===== config.mk =====
export PLATFORM = sky130hd
export DESIGN_NAME = neuron_bcast_pe
export DESIGN_NICKNAME = d
export VERILOG_FILES = /design/src/rtl/neuron_pe_pkg.sv /design/src/rtl/neuron_scan_ctrl.sv /design/src/rtl/neuron_mac_dp.sv /design/src/rtl/neuron_bcast_pe.sv
export SDC_FILE = /design/constraint.sdc
export NUM_CORES = 2
export LEC_CHECK = 0
export CORE_MARGIN = 4
export CORE_UTILIZATION = 45
export DETAILED_ROUTE_END_ITERATION = 7
export GPL_TIMING_DRIVEN = 0
export SYNTH_ARGS = -nofsm -noshare
export SYNTH_HDL_FRONTEND = slang
export SYNTH_SLANG_ARGS = --single-unit
export TNS_END_PERCENT = 5

===== constraint.sdc =====
create_clock -name clk -period 10.4 [get_ports clk]
set_clock_uncertainty 0.2 [all_clocks]
set_input_delay 2.08 -clock clk [delete_from_list [all_inputs] [get_ports clk]]
set_output_delay 2.08 -clock clk [all_outputs]
set_load 0.05 [all_outputs]

===== src/rtl/neuron_pe_pkg.sv =====
package neuron_pe_pkg;
  typedef struct packed {
    logic capture;
    logic scanEn;
  } ctrl_strobe_t;
endpackage


===== src/rtl/neuron_scan_ctrl.sv =====
module neuron_scan_ctrl
  import neuron_pe_pkg::*;
#(
  parameter int NUM_SLOTS = 64,
  localparam int IDX_W = $clog2(NUM_SLOTS)
) (
  input  logic             clk,
  input  logic             rst_n,
  input  logic             busValid,
  output logic             busBusy,
  output logic [IDX_W-1:0] scanIdx,
  output ctrl_strobe_t     strobe
);
  localparam logic [IDX_W-1:0] LAST_IDX = IDX_W'(NUM_SLOTS - 1);

  logic             busyQ;
  logic [IDX_W-1:0] idxQ;

  always_ff @(posedge clk) begin
    if (!rst_n) begin
      busyQ <= 1'b0;
      idxQ  <= '0;
    end else if (busyQ) begin
      idxQ <= idxQ + 1'b1;
      if (idxQ == LAST_IDX) busyQ <= 1'b0;
    end else if (busValid) begin
      busyQ <= 1'b1;
      idxQ  <= '0;
    end
  end

  always_comb begin
    strobe.capture = busValid & ~busyQ;
    strobe.scanEn  = busyQ;
  end

  assign busBusy = busyQ;
  assign scanIdx = idxQ;


  busy_fall_chk: assert property (@(posedge clk) disable iff (!rst_n)
    $fell(busyQ) |-> $past(idxQ) == LAST_IDX);


  idx_step_chk: assert property (@(posedge clk) disable iff (!rst_n)
    (busyQ && idxQ != LAST_IDX) |=> (busyQ && idxQ == IDX_W'($past(idxQ) + 1'b1)));
endmodule


===== src/rtl/neuron_mac_dp.sv =====
module neuron_mac_dp
  import neuron_pe_pkg::*;
#(
  parameter int NUM_SLOTS = 64,
  parameter int ADDR_W    = 10,
  parameter int VAL_W     = 9,
  parameter int WGT_W     = 16,
  parameter int ACC_W     = 32,
  localparam int IDX_W    = $clog2(NUM_SLOTS),
  localparam int PROD_W   = VAL_W + WGT_W
) (
  input  logic                    clk,
  input  logic                    rst_n,
  input  ctrl_strobe_t            strobe,
  input  logic [IDX_W-1:0]        scanIdx,
  input  logic [ADDR_W-1:0]       busAddr,
  input  logic signed [VAL_W-1:0] busValue,
  input  logic                    tblWrEn,
  input  logic [IDX_W-1:0]        tblWrIdx,
  input  logic [ADDR_W-1:0]       tblWrAddr,
  input  logic signed [WGT_W-1:0] tblWrWeight,
  input  logic                    accClear,
  output logic signed [ACC_W-1:0] accOut
);
  logic [ADDR_W-1:0]       capAddr;
  logic signed [VAL_W-1:0] capValue;
  logic [ADDR_W-1:0]       slotAddr   [NUM_SLOTS];
  logic signed [WGT_W-1:0] slotWeight [NUM_SLOTS];
  logic [NUM_SLOTS-1:0]    slotLive;
  logic signed [ACC_W-1:0] accQ;
  logic signed [PROD_W-1:0] prod;
  logic signed [ACC_W-1:0]  prodExt;
  logic                     slotHit;

  always_ff @(posedge clk) begin
    if (!rst_n) begin
      capAddr  <= '0;
      capValue <= '0;
    end else if (strobe.capture) begin
      capAddr  <= busAddr;
      capValue <= busValue;
    end
  end

  generate
    for (genvar s = 0; s < NUM_SLOTS; s++) begin : g_slot
      always_ff @(posedge clk) begin
        if (!rst_n) begin
          slotAddr[s]   <= '0;
          slotWeight[s] <= '0;
          slotLive[s]   <= 1'b0;
        end else if (tblWrEn && tblWrIdx == IDX_W'(s)) begin
          slotAddr[s]   <= tblWrAddr;
          slotWeight[s] <= tblWrWeight;
          slotLive[s]   <= 1'b1;
        end
      end
    end
  endgenerate

  always_comb begin
    slotHit = strobe.scanEn && slotLive[scanIdx] && (slotAddr[scanIdx] == capAddr);
    prod    = capValue * slotWeight[scanIdx];
    prodExt = ACC_W'(prod);
  end

  always_ff @(posedge clk) begin
    if (!rst_n)       accQ <= '0;
    else if (accClear) accQ <= '0;
    else if (slotHit)  accQ <= accQ + prodExt;
  end

  assign accOut = accQ;


  clear_chk: assert property (@(posedge clk) disable iff (!rst_n)
    accClear |=> accOut == '0);


  acc_hold_chk: assert property (@(posedge clk) disable iff (!rst_n)
    (!strobe.scanEn && !accClear) |=> $stable(accOut));


  cap_hold_chk: assert property (@(posedge clk) disable iff (!rst_n)
    strobe.scanEn |=> ($stable(capAddr) && $stable(capValue)));
endmodule


===== src/rtl/neuron_bcast_pe.sv =====
module neuron_bcast_pe
  import neuron_pe_pkg::*;
#(
  parameter int NUM_SLOTS = 64,
  parameter int ADDR_W    = 10,
  parameter int VAL_W     = 9,
  parameter int WGT_W     = 16,
  parameter int ACC_W     = 32,
  localparam int IDX_W    = $clog2(NUM_SLOTS)
) (
  input  logic                    clk,
  input  logic                    rst_n,
  input  logic                    busValid,
  input  logic [ADDR_W-1:0]       busAddr,
  input  logic signed [VAL_W-1:0] busValue,
  output logic                    busBusy,
  input  logic                    tblWrEn,
  input  logic [IDX_W-1:0]        tblWrIdx,
  input  logic [ADDR_W-1:0]       tblWrAddr,
  input  logic signed [WGT_W-1:0] tblWrWeight,
  input  logic                    accClear,
  output logic signed [ACC_W-1:0] accOut
);
  ctrl_strobe_t     strobe;
  logic [IDX_W-1:0] scanIdx;

  neuron_scan_ctrl #(.NUM_SLOTS(NUM_SLOTS)) i_ctrl (
    .clk(clk), .rst_n(rst_n), .busValid(busValid),
    .busBusy(busBusy), .scanIdx(scanIdx), .strobe(strobe)
  );

  neuron_mac_dp #(
    .NUM_SLOTS(NUM_SLOTS), .ADDR_W(ADDR_W), .VAL_W(VAL_W),
    .WGT_W(WGT_W), .ACC_W(ACC_W)
  ) i_dp (
    .clk(clk), .rst_n(rst_n), .strobe(strobe), .scanIdx(scanIdx),
    .busAddr(busAddr), .busValue(busValue),
    .tblWrEn(tblWrEn), .tblWrIdx(tblWrIdx), .tblWrAddr(tblWrAddr),
    .tblWrWeight(tblWrWeight), .accClear(accClear), .accOut(accOut)
  );
endmodule


==> impl_metrics.json <==
{
  "final_nets": 6505,
  "slew_headroom": -0.07972,
  "gp_congestion": 1.006,
  "routedWlPerCell_um": 33.65,
  "outcome": "complete, but fails checks",
  "placed_cells": 8556,
  "dr.pass1.iters": 8,
  "ys_top_cells_by_count": "1719 x and2_1, 1664 x edfxtp_1, 498 x mux4_2, 392 x clkbuf_1, 227 x inv_1",
  "fin_ws_ps": 163.6,
  "pin_count": 89,
  "seqCellArea_um2": 52530,
  "vias_per_cell": 6.060,
  "worst_pin_slew_ps": 1620,
  "synth_top_area_cell": "edfxtp_1",
  "die_x_um": 448.0,
  "cp_max_fo": 19,
  "final.setup.tns_ps": 0,
  "cts-root-buf": "clkbuf_16",
  "port_buffers": 62,
  "cp_data_arrival_time_ps": 10800,
  "postRouteAntennaNets": 0,
  "hpwl_mm": 226.8,
  "grt_pass1_vias": 53470,
  "pre_cts_ws_ps": -2310,
  "critPathLaunchType": "register",
  "holdWs_ps": 251.5,
  "postSynthAreaPerCell_um2": 14.76,
  "synth.most_common_cell": "and2_1",
  "p_leak_nw": 35.21,
  "violations": "capacitance limit, slew limit",
  "slew_viol_final": 22,
  "synth_top_area_share": 0.5736,
  "drt_iter0_drc": 8070,
  "cts_tree": "done",
  "cts_max_level": 4,
  "clockBufferDepth": 3,
  "ys_seq_area_frac": 0.6031,
  "design.core.area_um2": 192600,
  "place_area_um2": 93430,
  "die_y_um": 448.0,
  "crit_type": "register to register",
  "cp-end-kind": "register",
  "syn_inst": 5901,
  "synth_area_leaders": "edfxtp_1 57%, mux4_2 13%, and2_1 12%",
  "fmax_ghz": 0.09769,
  "grt_pass1_wl_mm": 417.5,
  "drc_errors": 0,
  "syn_to_final_growth_pct": 14.30,
  "stdcell_count": 8912,
  "yosysUniqueCellTypes": 72,
  "floorplan.initialDensity": 0.4523,
  "drive_above_1_share": 0.1604,
  "post-route-min-period_ps": 10240,
  "cts_sinks": 1792,
  "n_fill_cell": 16150,
  "hold_path_class": "register to register",
  "period_share": 0.9843,
  "clk_latency_ps": 870,
  "die-area_um2": 200700,
  "crit_required_ps": 10960,
  "final-hold-violation-count": 0,
  "syn_nets": 6191,
  "antenna_found_initial": 32,
  "ys_dominant_reg_cell": "edfxtp_1",
  "clkSlewWorstSetupHoldPaths_ps": 60,
  "grt_max_degree": 23,
  "cts_buffers": 188,
  "multi_input_area_um2": 32420,
  "pwr_density_cell_nw_per_um2": 169.2,
  "setup_viol": 0,
  "synth_seq_cells": 1792,
  "design_area_um2": 99560,
  "synth_edf_count": 1664,
  "ys.warnings.count": 0,
  "synth_area_um2": 87110,
  "drv_cap": 3,
  "num_rows": 161,
  "synthArstFlopShare": 0,
  "finish.utilization": 0.5170,
  "ir_drop_mv": 0.1838,
  "vias": 54010,
  "total_power_mw": 16.84,
  "wl_mm": 299.9,
  "grt_usage": 0.3003,
  "grt.overflow.total": 0
}
-- kinds of logic after synthesis --
group,count (synthesis),synth area share
xor+xnor,47,0.004726
simple gates,2177,0.1466
flops,1792,0.6031
buf+inv,727,0.03331
compound gates,326,0.02479
mux,598,0.1404
fa+ha+maj,234,0.04706
-- layer usage --
layer  wire length, µm  vias up  track usage
met3             36040      535      0.08571
met2            137100     3243       0.4662
met4             12040        2       0.1017
met1            114700    28370       0.4093
li1                  -    21860            -
met5                19        -            0
-- sequential cells by signal, indices dropped and copies added (netlist names), named ones only --
| signal | count |
|---|---|
| i_dp.slotLive | 64 |
| i_ctrl.scanIdx | 6 |
| i_ctrl.busBusy | 1 |
| i_dp.slotWeight | 1024 |
| i_dp.capValue | 9 |
| i_dp.capAddr | 10 |
| i_dp.accOut | 32 |
| i_dp.slotAddr | 640 |
-- final timing paths --
kind              cells past startpoint                to  slack, ps             start
setup / recovery                     26   i_dp.accOut[30]        160          register
hold / removal                        1  i_dp.slotLive[3]        250  i_dp.slotLive[3]
setup reg to reg                     26   i_dp.accOut[30]        160          register
hold reg to reg                       1  i_dp.slotLive[3]        250  i_dp.slotLive[3]
-- worst max-delay path: stages (launching register included) --
cell	delay (ps)
dfxtp_1	420
buf_2	340
clkbuf_4	440
buf_6	410
clkbuf_2	470
clkbuf_2	580
mux4_2	420
mux4_2	610
mux4_2	660
and2_1	250
fa_1	550
fa_1	440
fa_1	490
fa_1	510
inv_1	50
fa_1	470
inv_1	40
ha_1	340
a21oi_1	290
o21ai_0	200
a311oi_2	480
a31oi_1	230
nand4_1	200
a31oi_1	170
or4_1	420
a31o_1	210
a21oi_1	140
-- power by group --
part           total [mW]  internal [mW]  switching, mW
logic                1.92          0.727           1.19
registers            8.33           8.22          0.108
clock network        6.60           3.63           2.97
-- layout by cell type, fill, tap and decap left out, drive strengths merged, types with 14 or more instances in the layout --
| master | count |
|---|---|
| a21o | 74 |
| edfxtp | 1664 |
| inv | 238 |
| a21oi | 42 |
| xor2 | 14 |
| clkdlybuf4s50 | 62 |
| clkinv | 70 |
| buf | 167 |
| nand3 | 26 |
| nor2b | 23 |
| a21boi | 21 |
| mux4 | 498 |
| clkbuf | 659 |
| ha | 78 |
| fa | 156 |
| dfxtp | 128 |
| a22oi | 14 |
| o21ai | 89 |
| mux2i | 88 |
| nand4 | 16 |
| xnor2 | 33 |
| and2 | 1719 |
| nand2 | 204 |
| nor2 | 138 |
-- final cells by class --
class / count / area share
antenna: 9 / 0.0002262
inverter: 229 / 0.008633
clock buffer: 267 / 0.05281
multi-input combinational: 3382 / 0.3256
sequential: 1792 / 0.5276
clock inverter: 85 / 0.006447
tap: 2526 / 0.03174
timing repair buffer: 130 / 0.02448
buffer: 492 / 0.02244
-- what timing repair did --
action,4_1_cts,5_1_grt
buffers inserted,0,1
hold buffers,0,0
setup endpoints to repair,24,9
pin swaps,0,1
gates resized for setup,83,42
Power figures use the tool's default switching activity.
